==> config.mk <==
export PLATFORM = sky130hd
export DESIGN_NAME = sdspi_init_seq
export DESIGN_NICKNAME = d
export VERILOG_FILES = /design/src/rtl/sdspi_pkg.sv /design/src/rtl/sdspi_byte_shift.sv /design/src/rtl/sdspi_cmd_frame.sv /design/src/rtl/sdspi_init_seq.sv
export SDC_FILE = /design/constraint.sdc
export NUM_CORES = 1
export LEC_CHECK = 0
export ABC_AREA = 1
export BUFFER_PORTS_ARGS = -buffer_cell sky130_fd_sc_hd__clkbuf_2
export CAP_MARGIN = 20
export CORE_ASPECT_RATIO = 1.75
export CORE_MARGIN = 1.5
export CORE_UTILIZATION = 65
export DETAILED_ROUTE_END_ITERATION = 6
export PLACE_DENSITY = 0.85
export SLEW_MARGIN = 15
export SYNTH_ARGS = -nofsm -noshare
export SYNTH_HDL_FRONTEND = slang
export SYNTH_SLANG_ARGS = --single-unit
==> constraint.sdc <==
create_clock -name clk -period 5.75 [get_ports clk]
set_input_delay 1.15 -clock clk [delete_from_list [all_inputs] [get_ports clk]]
set_output_delay 1.15 -clock clk [all_outputs]
set_load 0.02 [all_outputs]
==> src/rtl/sdspi_pkg.sv <==
package sdspi_pkg;

    typedef enum logic [2:0] {
        S_IDLE,
        S_WAKE,
        S_SEND,
        S_POLL,
        S_TRAIL,
        S_GAP,
        S_DONE,
        S_FAIL
    } state_t;

    typedef enum logic [2:0] {
        C_RESET,
        C_IFCOND,
        C_APPCMD,
        C_OPCOND,
        C_READOCR,
        C_BLKLEN,
        C_FINISH
    } step_t;

    typedef struct packed {
        logic [5:0]  idx;
        logic [31:0] arg;
        logic [7:0]  crc;
    } cmd_t;

    localparam logic [7:0] FILL_BYTE      = 8'hFF;
    localparam logic [7:0] R1_READY       = 8'h00;
    localparam logic [7:0] R1_IDLE        = 8'h01;
    localparam logic [7:0] R1_IDLE_ILLCMD = 8'h05;
    localparam logic [11:0] IFCOND_ECHO   = 12'h1AA;

endpackage

==> src/rtl/sdspi_byte_shift.sv <==
module sdspi_byte_shift #(
    parameter int HALF_DIV = 4
) (
    input  logic       clk,
    input  logic       rst_n,
    input  logic       go,
    input  logic [7:0] tx,
    output logic       busy,
    output logic       fin,
    output logic [7:0] rx,
    output logic       sclk,
    output logic       mosi,
    input  logic       miso
);
    localparam int DW = $clog2(HALF_DIV) + 1;
    localparam logic [DW-1:0] DIV_LAST = DW'(HALF_DIV - 1);

    logic          busy_q, sclk_q, fin_q;
    logic [DW-1:0] div_q;
    logic [2:0]    bit_q;
    logic [7:0]    tx_q, rx_q;

    always_ff @(posedge clk or negedge rst_n) begin
        if (!rst_n) begin
            busy_q <= 1'b0;
            sclk_q <= 1'b0;
            fin_q  <= 1'b0;
            div_q  <= '0;
            bit_q  <= '0;
            tx_q   <= 8'hFF;
            rx_q   <= 8'hFF;
        end else begin
            fin_q <= 1'b0;
            if (!busy_q) begin
                if (go) begin
                    busy_q <= 1'b1;
                    tx_q   <= tx;
                    div_q  <= '0;
                    bit_q  <= '0;
                    sclk_q <= 1'b0;
                end
            end else if (div_q == DIV_LAST) begin
                div_q <= '0;
                if (!sclk_q) begin
                    sclk_q <= 1'b1;
                    rx_q   <= {rx_q[6:0], miso};
                end else begin
                    sclk_q <= 1'b0;
                    tx_q   <= {tx_q[6:0], 1'b1};
                    bit_q  <= bit_q + 3'd1;
                    if (bit_q == 3'd7) begin
                        busy_q <= 1'b0;
                        fin_q  <= 1'b1;
                    end
                end
            end else begin
                div_q <= div_q + DW'(1);
            end
        end
    end

    assign busy = busy_q;
    assign fin  = fin_q;
    assign rx   = rx_q;
    assign sclk = sclk_q;
    assign mosi = busy_q ? tx_q[7] : 1'b1;

endmodule

==> src/rtl/sdspi_cmd_frame.sv <==
module sdspi_cmd_frame
    import sdspi_pkg::*;
(
    input  step_t      step,
    input  logic       hcs,
    input  logic [2:0] byte_idx,
    output logic [7:0] frame_byte
);
    cmd_t c;

    always_comb begin
        unique case (step)
            C_RESET:   c = '{idx: 6'd0,  arg: 32'h0000_0000, crc: 8'h95};
            C_IFCOND:  c = '{idx: 6'd8,  arg: 32'h0000_01AA, crc: 8'h87};
            C_APPCMD:  c = '{idx: 6'd55, arg: 32'h0000_0000, crc: 8'h01};
            C_OPCOND:  c = '{idx: 6'd41, arg: {1'b0, hcs, 30'd0}, crc: 8'h01};
            C_READOCR: c = '{idx: 6'd58, arg: 32'h0000_0000, crc: 8'h01};
            C_BLKLEN:  c = '{idx: 6'd16, arg: 32'h0000_0200, crc: 8'h01};
            default:   c = '{idx: 6'd0,  arg: 32'h0000_0000, crc: 8'hFF};
        endcase
    end

    always_comb begin
        unique case (byte_idx)
            3'd0:    frame_byte = {2'b01, c.idx};
            3'd1:    frame_byte = c.arg[31:24];
            3'd2:    frame_byte = c.arg[23:16];
            3'd3:    frame_byte = c.arg[15:8];
            3'd4:    frame_byte = c.arg[7:0];
            default: frame_byte = c.crc;
        endcase
    end

endmodule

==> src/rtl/sdspi_init_seq.sv <==
module sdspi_init_seq
    import sdspi_pkg::*;
#(
    parameter int HALF_DIV  = 4,
    parameter int WAKE_CLKS = 74,
    parameter int RESP_POLL = 8,
    parameter int RETRY_W   = 16
) (
    input  logic               clk,
    input  logic               rst_n,
    input  logic               start,
    input  logic [RETRY_W-1:0] retry_limit,
    output logic               ready,
    output logic               done,
    output logic               fail,
    output logic               block_addr,
    output logic               spi_cs_n,
    output logic               spi_sclk,
    output logic               spi_mosi,
    input  logic               spi_miso
);
    localparam int WAKE_BYTES  = (WAKE_CLKS + 7) / 8;
    localparam int FRAME_BYTES = 6;
    localparam int TRAIL_BYTES = 4;
    localparam int CNT_A       = (WAKE_BYTES > RESP_POLL) ? WAKE_BYTES : RESP_POLL;
    localparam int CNT_MAX     = (CNT_A > FRAME_BYTES) ? CNT_A : FRAME_BYTES;
    localparam int CW          = $clog2(CNT_MAX + 1);

    state_t             state_q, state_d;
    step_t              step_q, step_d;
    logic [CW-1:0]      cnt_q;
    logic [RETRY_W-1:0] tries_q;
    logic               hcs_q, blk_q, ready_q;
    logic [23:0]        trail_q;

    logic        x_go, x_busy, x_fin;
    logic [7:0]  x_tx, x_rx, frame_byte;
    logic [31:0] ocr_w;
    logic        rx_is_resp, last_try, accept, xfer_state;

    assign ocr_w      = {trail_q, x_rx};
    assign rx_is_resp = ~x_rx[7];
    assign last_try   = ({1'b0, tries_q} + (RETRY_W+1)'(1)) >= {1'b0, retry_limit};
    assign accept     = start && (state_q == S_IDLE || state_q == S_DONE || state_q == S_FAIL);

    sdspi_byte_shift #(.HALF_DIV(HALF_DIV)) u_shift (
        .clk  (clk),
        .rst_n(rst_n),
        .go   (x_go),
        .tx   (x_tx),
        .busy (x_busy),
        .fin  (x_fin),
        .rx   (x_rx),
        .sclk (spi_sclk),
        .mosi (spi_mosi),
        .miso (spi_miso)
    );

    sdspi_cmd_frame u_frame (
        .step      (step_q),
        .hcs       (hcs_q),
        .byte_idx  (cnt_q[2:0]),
        .frame_byte(frame_byte)
    );

    // next-state and step selection
    always_comb begin
        state_d = state_q;
        step_d  = step_q;
        unique case (state_q)
            S_IDLE, S_DONE, S_FAIL: begin
                if (start) begin
                    state_d = S_WAKE;
                    step_d  = C_RESET;
                end
            end
            S_WAKE: begin
                if (x_fin && cnt_q == CW'(WAKE_BYTES - 1)) state_d = S_SEND;
            end
            S_SEND: begin
                if (x_fin && cnt_q == CW'(FRAME_BYTES - 1)) state_d = S_POLL;
            end
            S_POLL: begin
                if (x_fin) begin
                    if (rx_is_resp) begin
                        state_d = S_FAIL;
                        unique case (step_q)
                            C_RESET: if (x_rx == R1_IDLE) begin
                                state_d = S_GAP;
                                step_d  = C_IFCOND;
                            end
                            C_IFCOND: begin
                                if (x_rx == R1_IDLE) begin
                                    state_d = S_TRAIL;
                                end else if (x_rx == R1_IDLE_ILLCMD) begin
                                    state_d = S_GAP;
                                    step_d  = C_APPCMD;
                                end
                            end
                            C_APPCMD: if (x_rx[7:1] == 7'd0) begin
                                state_d = S_GAP;
                                step_d  = C_OPCOND;
                            end
                            C_OPCOND: begin
                                if (x_rx == R1_READY) begin
                                    state_d = S_GAP;
                                    step_d  = C_READOCR;
                                end else if (x_rx == R1_IDLE && !last_try) begin
                                    state_d = S_GAP;
                                    step_d  = C_APPCMD;
                                end
                            end
                            C_READOCR: if (x_rx == R1_READY) state_d = S_TRAIL;
                            C_BLKLEN: if (x_rx == R1_READY) begin
                                state_d = S_GAP;
                                step_d  = C_FINISH;
                            end
                            default: state_d = S_FAIL;
                        endcase
                    end else if (cnt_q == CW'(RESP_POLL - 1)) begin
                        state_d = S_FAIL;
                    end
                end
            end
            S_TRAIL: begin
                if (x_fin && cnt_q == CW'(TRAIL_BYTES - 1)) begin
                    state_d = S_FAIL;
                    if (step_q == C_IFCOND && ocr_w[11:0] == IFCOND_ECHO) begin
                        state_d = S_GAP;
                        step_d  = C_APPCMD;
                    end else if (step_q == C_READOCR) begin
                        state_d = S_GAP;
                        step_d  = C_BLKLEN;
                    end
                end
            end
            S_GAP: begin
                if (x_fin) state_d = (step_q == C_FINISH) ? S_DONE : S_SEND;
            end
            default: state_d = S_IDLE;
        endcase
    end

    // state register
    always_ff @(posedge clk or negedge rst_n) begin
        if (!rst_n) begin
            state_q <= S_IDLE;
            step_q  <= C_RESET;
        end else begin
            state_q <= state_d;
            step_q  <= step_d;
        end
    end

    // counters and latched results
    always_ff @(posedge clk or negedge rst_n) begin
        if (!rst_n) begin
            cnt_q   <= '0;
            tries_q <= '0;
            hcs_q   <= 1'b0;
            blk_q   <= 1'b0;
            ready_q <= 1'b0;
            trail_q <= '0;
        end else begin
            ready_q <= 1'b0;
            if (state_d != state_q) cnt_q <= '0;
            else if (x_fin)         cnt_q <= cnt_q + CW'(1);

            if (accept) begin
                ready_q <= 1'b1;
                hcs_q   <= 1'b0;
                blk_q   <= 1'b0;
                tries_q <= '0;
            end
            if (state_q == S_POLL && x_fin && rx_is_resp && step_q == C_OPCOND)
                tries_q <= tries_q + RETRY_W'(1);
            if (state_q == S_TRAIL && x_fin)
                trail_q <= {trail_q[15:0], x_rx};
            if (state_q == S_TRAIL && state_d == S_GAP && step_q == C_IFCOND)
                hcs_q <= 1'b1;
            if (state_q == S_TRAIL && state_d == S_GAP && step_q == C_READOCR)
                blk_q <= hcs_q & ocr_w[30];
        end
    end

    // outputs
    always_comb begin
        xfer_state = (state_q == S_WAKE) || (state_q == S_SEND) || (state_q == S_POLL) ||
                     (state_q == S_TRAIL) || (state_q == S_GAP);
        x_go       = xfer_state && !x_busy && !x_fin;
        x_tx       = (state_q == S_SEND) ? frame_byte : FILL_BYTE;
        spi_cs_n   = !((state_q == S_SEND) || (state_q == S_POLL) || (state_q == S_TRAIL));
        ready      = ready_q;
        done       = (state_q == S_DONE);
        fail       = (state_q == S_FAIL);
        block_addr = blk_q;
    end

endmodule

==> metrics.yaml <==
status: "finished clean"
seq_area_frac_synth_pct: 37.7
hold_depth: 1
pin_count: 27
p_comb_share_pct: 38.2
cts.clk_slew.worst_paths_ns: 0.06
grt_remaining_overflow: 0
power_frac_seq_pct: 40.5
wl_mm: 9.23
rr_endpoint: "step_q[2]$_DFFE_PN0P_"
crit_fanout: 6
synth_commonest_cells: "111 x nand2_1, 93 x inv_1, 45 x dfrtp_1, 41 x nor2_1, 41 x o21ai_0"
cp-end-kind: "register"
die_x_um: 63.0
grt_pass1_wl_mm: 15.7
antenna_found_initial: 0
post_cts_resized: 0
numPortBuffers: 26
power_mw: 1.62
synth_warnings: 0
yosysMostFrequentCell: "nand2_1"
synth_top_area_share_pct: 27.5
min_path_type: "register to register"
place.gp.congestion: 0.975
ctsHoldBuffers: 0
synth.avg_cell_area_um2: 7.55
synth_area_leaders: "dfrtp_1 27%, dfstp_2 10%, nand2_1 10%"
cts_setup_buffers: 0
clock_latency_ns: 0.35
drive_gt1_share_pct: 16.7
initial_core_util_pct: 66.9
wl_per_cell_um: 14.1
yosys.area.top_type: "dfrtp_1"
finalSetupViolCount: 0
cts_sinks: 61
critPathRequiredTime_ns: 5.97
skew_ns: 0.00859
ir_drop_v: 0.000263
ys.flop_type: "dfrtp_1"
maxCapViolCount: 0
gr-max-usage-layer: "met2"
grt_usage_pct: 29.6
leakagePower_nw: 2.28
synthesis.instances: 543
die_area_um2: 6810
fmax_mhz: 302
area_growth_pct: 9.12
power_switching_mw: 0.666
worstHoldStart: "u_shift.div_q[0]$_DFFE_PN0P_"
globalRouteMet1Util_pct: 29.2
grt_pass1_vias: 3618
hold_path_end: "u_shift.div_q[0]$_DFFE_PN0P_"
slew_viol_final: 0
r2r_cells: 22
drc: 0
die_y_um: 108
cts_made_buffers: 9
reg2reg_setup_slack_ns: 2.44
core-area_um2: 6130
synth_enable_flop_cells: 0
num_rows: 38
drtIter0Drc: 170
dpl.hpwl_mm: 7.31
finalCriticalPeriod_ns: 3.31
cp-start-kind: "register"
syn_nets: 590
pwr_density_cell_nw_per_um2: 362
tns_ns: 0
async_flop_share_pct: 100
vias: 3657
met3_usage_pct: 4.58
clk_path_buf_depth: 2
synthesis.area_um2: 4100
n_antenna_cell: 0
met2_usage_pct: 57.3
power_frac_clock_pct: 21.4
tightest_slew_ns: 0.755
ys_ff_latch: 61
swShare_pct: 41.2
fin_crit_sh_pct: 57.6
path_class: "register to register"
root_buffer: "clkbuf_8"
rsz0062_at_grt: "no"
finalHoldViolCount: 0
final_nets: 618
r2r-start: "tries_q[0]$_DFFE_PN0P_"
htreeDepth: 3
tritoncts: "done"
grt_max_degree: 62
cp.arrival_ns: 3.53
p_int_mw: 0.952
vias_per_cell: 5.57
synth.distinct_cells: 45
relSlewSlack_pct: 49.7
ant_nets: 0
dr.pass1.iters: 4
[power groups by stage]
stage,logic [mW],registers [mW],clock network (mW)
final,0.618,0.655,0.346
after global routing,0.695,0.668,0.374
after CTS,0.615,0.653,0.353
after detailed placement,0.613,0.659,0
after global placement,0.590,0.657,0
after floorplan,0.488,0.623,0
[per-stage QoR]
step	cells	util [%]	hold slack (ns)	area, µm²	setup slack [ns]
2_1_floorplan	543	-	0.444	4100	2.88
3_5_place_dp	640	70.0	0.471	4290	2.44
4_1_cts	656	72.9	0.479	4470	2.43
5_1_grt	656	72.9	0.501	4470	1.97
3_3_place_gp	639	69.9	0.460	4290	2.54
6_report	656	72.9	0.474	4470	2.44
[cell families (layout without fill, tap and decap cells)]
| logic type | Yosys count | count (layout) | share of synthesized area (%) |
|---|---|---|---|
| adder cells (fa/ha/maj) | 27 | 27 | 8.24 |
| buffers and inverters | 118 | 151 | 11.1 |
| flip-flops | 61 | 61 | 37.7 |
| AND/OR/NAND/NOR | 226 | 226 | 26.1 |
| AO/OA/AOI/OAI | 98 | 98 | 14.1 |
| XOR/XNOR | 13 | 13 | 2.78 |
[how the worst max path moves through the flow]
| stage | to | start | cells after the start | slack, ns |
|---|---|---|---|---|
| 2_1_floorplan | cnt_q[0]$_DFFE_PN0P_ | tries_q[0]$_DFFE_PN0P_ | 25 | 2.88 |
| 3_3_place_gp | cnt_q[1]$_DFFE_PN0P_ | tries_q[0]$_DFFE_PN0P_ | 26 | 2.54 |
| 3_5_place_dp | cnt_q[3]$_DFFE_PN0P_ | tries_q[0]$_DFFE_PN0P_ | 26 | 2.44 |
| 4_1_cts | cnt_q[3]$_DFFE_PN0P_ | tries_q[0]$_DFFE_PN0P_ | 26 | 2.43 |
| 5_1_grt | cnt_q[1]$_DFFE_PN0P_ | tries_q[0]$_DFFE_PN0P_ | 25 | 1.97 |
| 6_report | step_q[2]$_DFFE_PN0P_ | tries_q[0]$_DFFE_PN0P_ | 22 | 2.44 |
[placed cells by master, fill, tap and decap left out, types with 22 or more instances in the layout]
master / Yosys / layout
a21oi_1: 25 / 25
clkbuf_2: 0 / 26
dfrtp_1: 45 / 45
ha_1: 27 / 27
inv_1: 93 / 93
nand2_1: 111 / 111
nand3_1: 22 / 22
nor2_1: 41 / 41
o21ai_0: 41 / 41
[flip-flops by register name, indices dropped and copies added (netlist names)]
| name | count |
|---|---|
| state_q | 3 |
| block_addr | 1 |
| ready | 1 |
| u_shift.sclk | 1 |
| trail_q | 7 |
| u_shift.div_q | 3 |
| u_shift.fin | 1 |
| u_shift.tx_q | 8 |
| step_q | 3 |
| tries_q | 16 |
| u_shift.bit_q | 3 |
| u_shift.rx | 8 |
| cnt_q | 4 |
| u_shift.busy | 1 |
| hcs_q | 1 |
[final cells by class]
cell class | count | area (µm²)
repair buffers | 28 | 145
flip-flops and latches | 61 | 1550
fillers | 491 | 1660
multi-input cells | 364 | 2100
inverters | 107 | 402
clock inverters | 1 | 5.00
clock buffers | 15 | 176
well taps | 80 | 100
[worst max-delay path, stage by stage, from the launching register on]
cell     delay (ns)
dfrtp_1        0.41
nand2_1        0.09
nor3_1         0.30
nand2_1        0.12
nor4_1         0.23
nand3_1        0.15
nand2_1        0.08
inv_1          0.04
or2_2          0.28
inv_1          0.06
ha_1           0.21
inv_1          0.07
nor3_1         0.05
nor3_1         0.14
nand2_1        0.08
nand2_1        0.06
nand2_1        0.04
nand2_1        0.06
nand2_1        0.07
nor3_1         0.27
o21ai_2        0.15
nor3_1         0.17
a21oi_1        0.06
[per-layer routing]
layer | share of wire (%) | wire length, µm
met5 | 0 | 0
met4 | 4.3 | 400
met3 | 4.0 | 365
met2 | 56 | 5130
met1 | 36 | 3330
(Power assumes the default switching activity.)
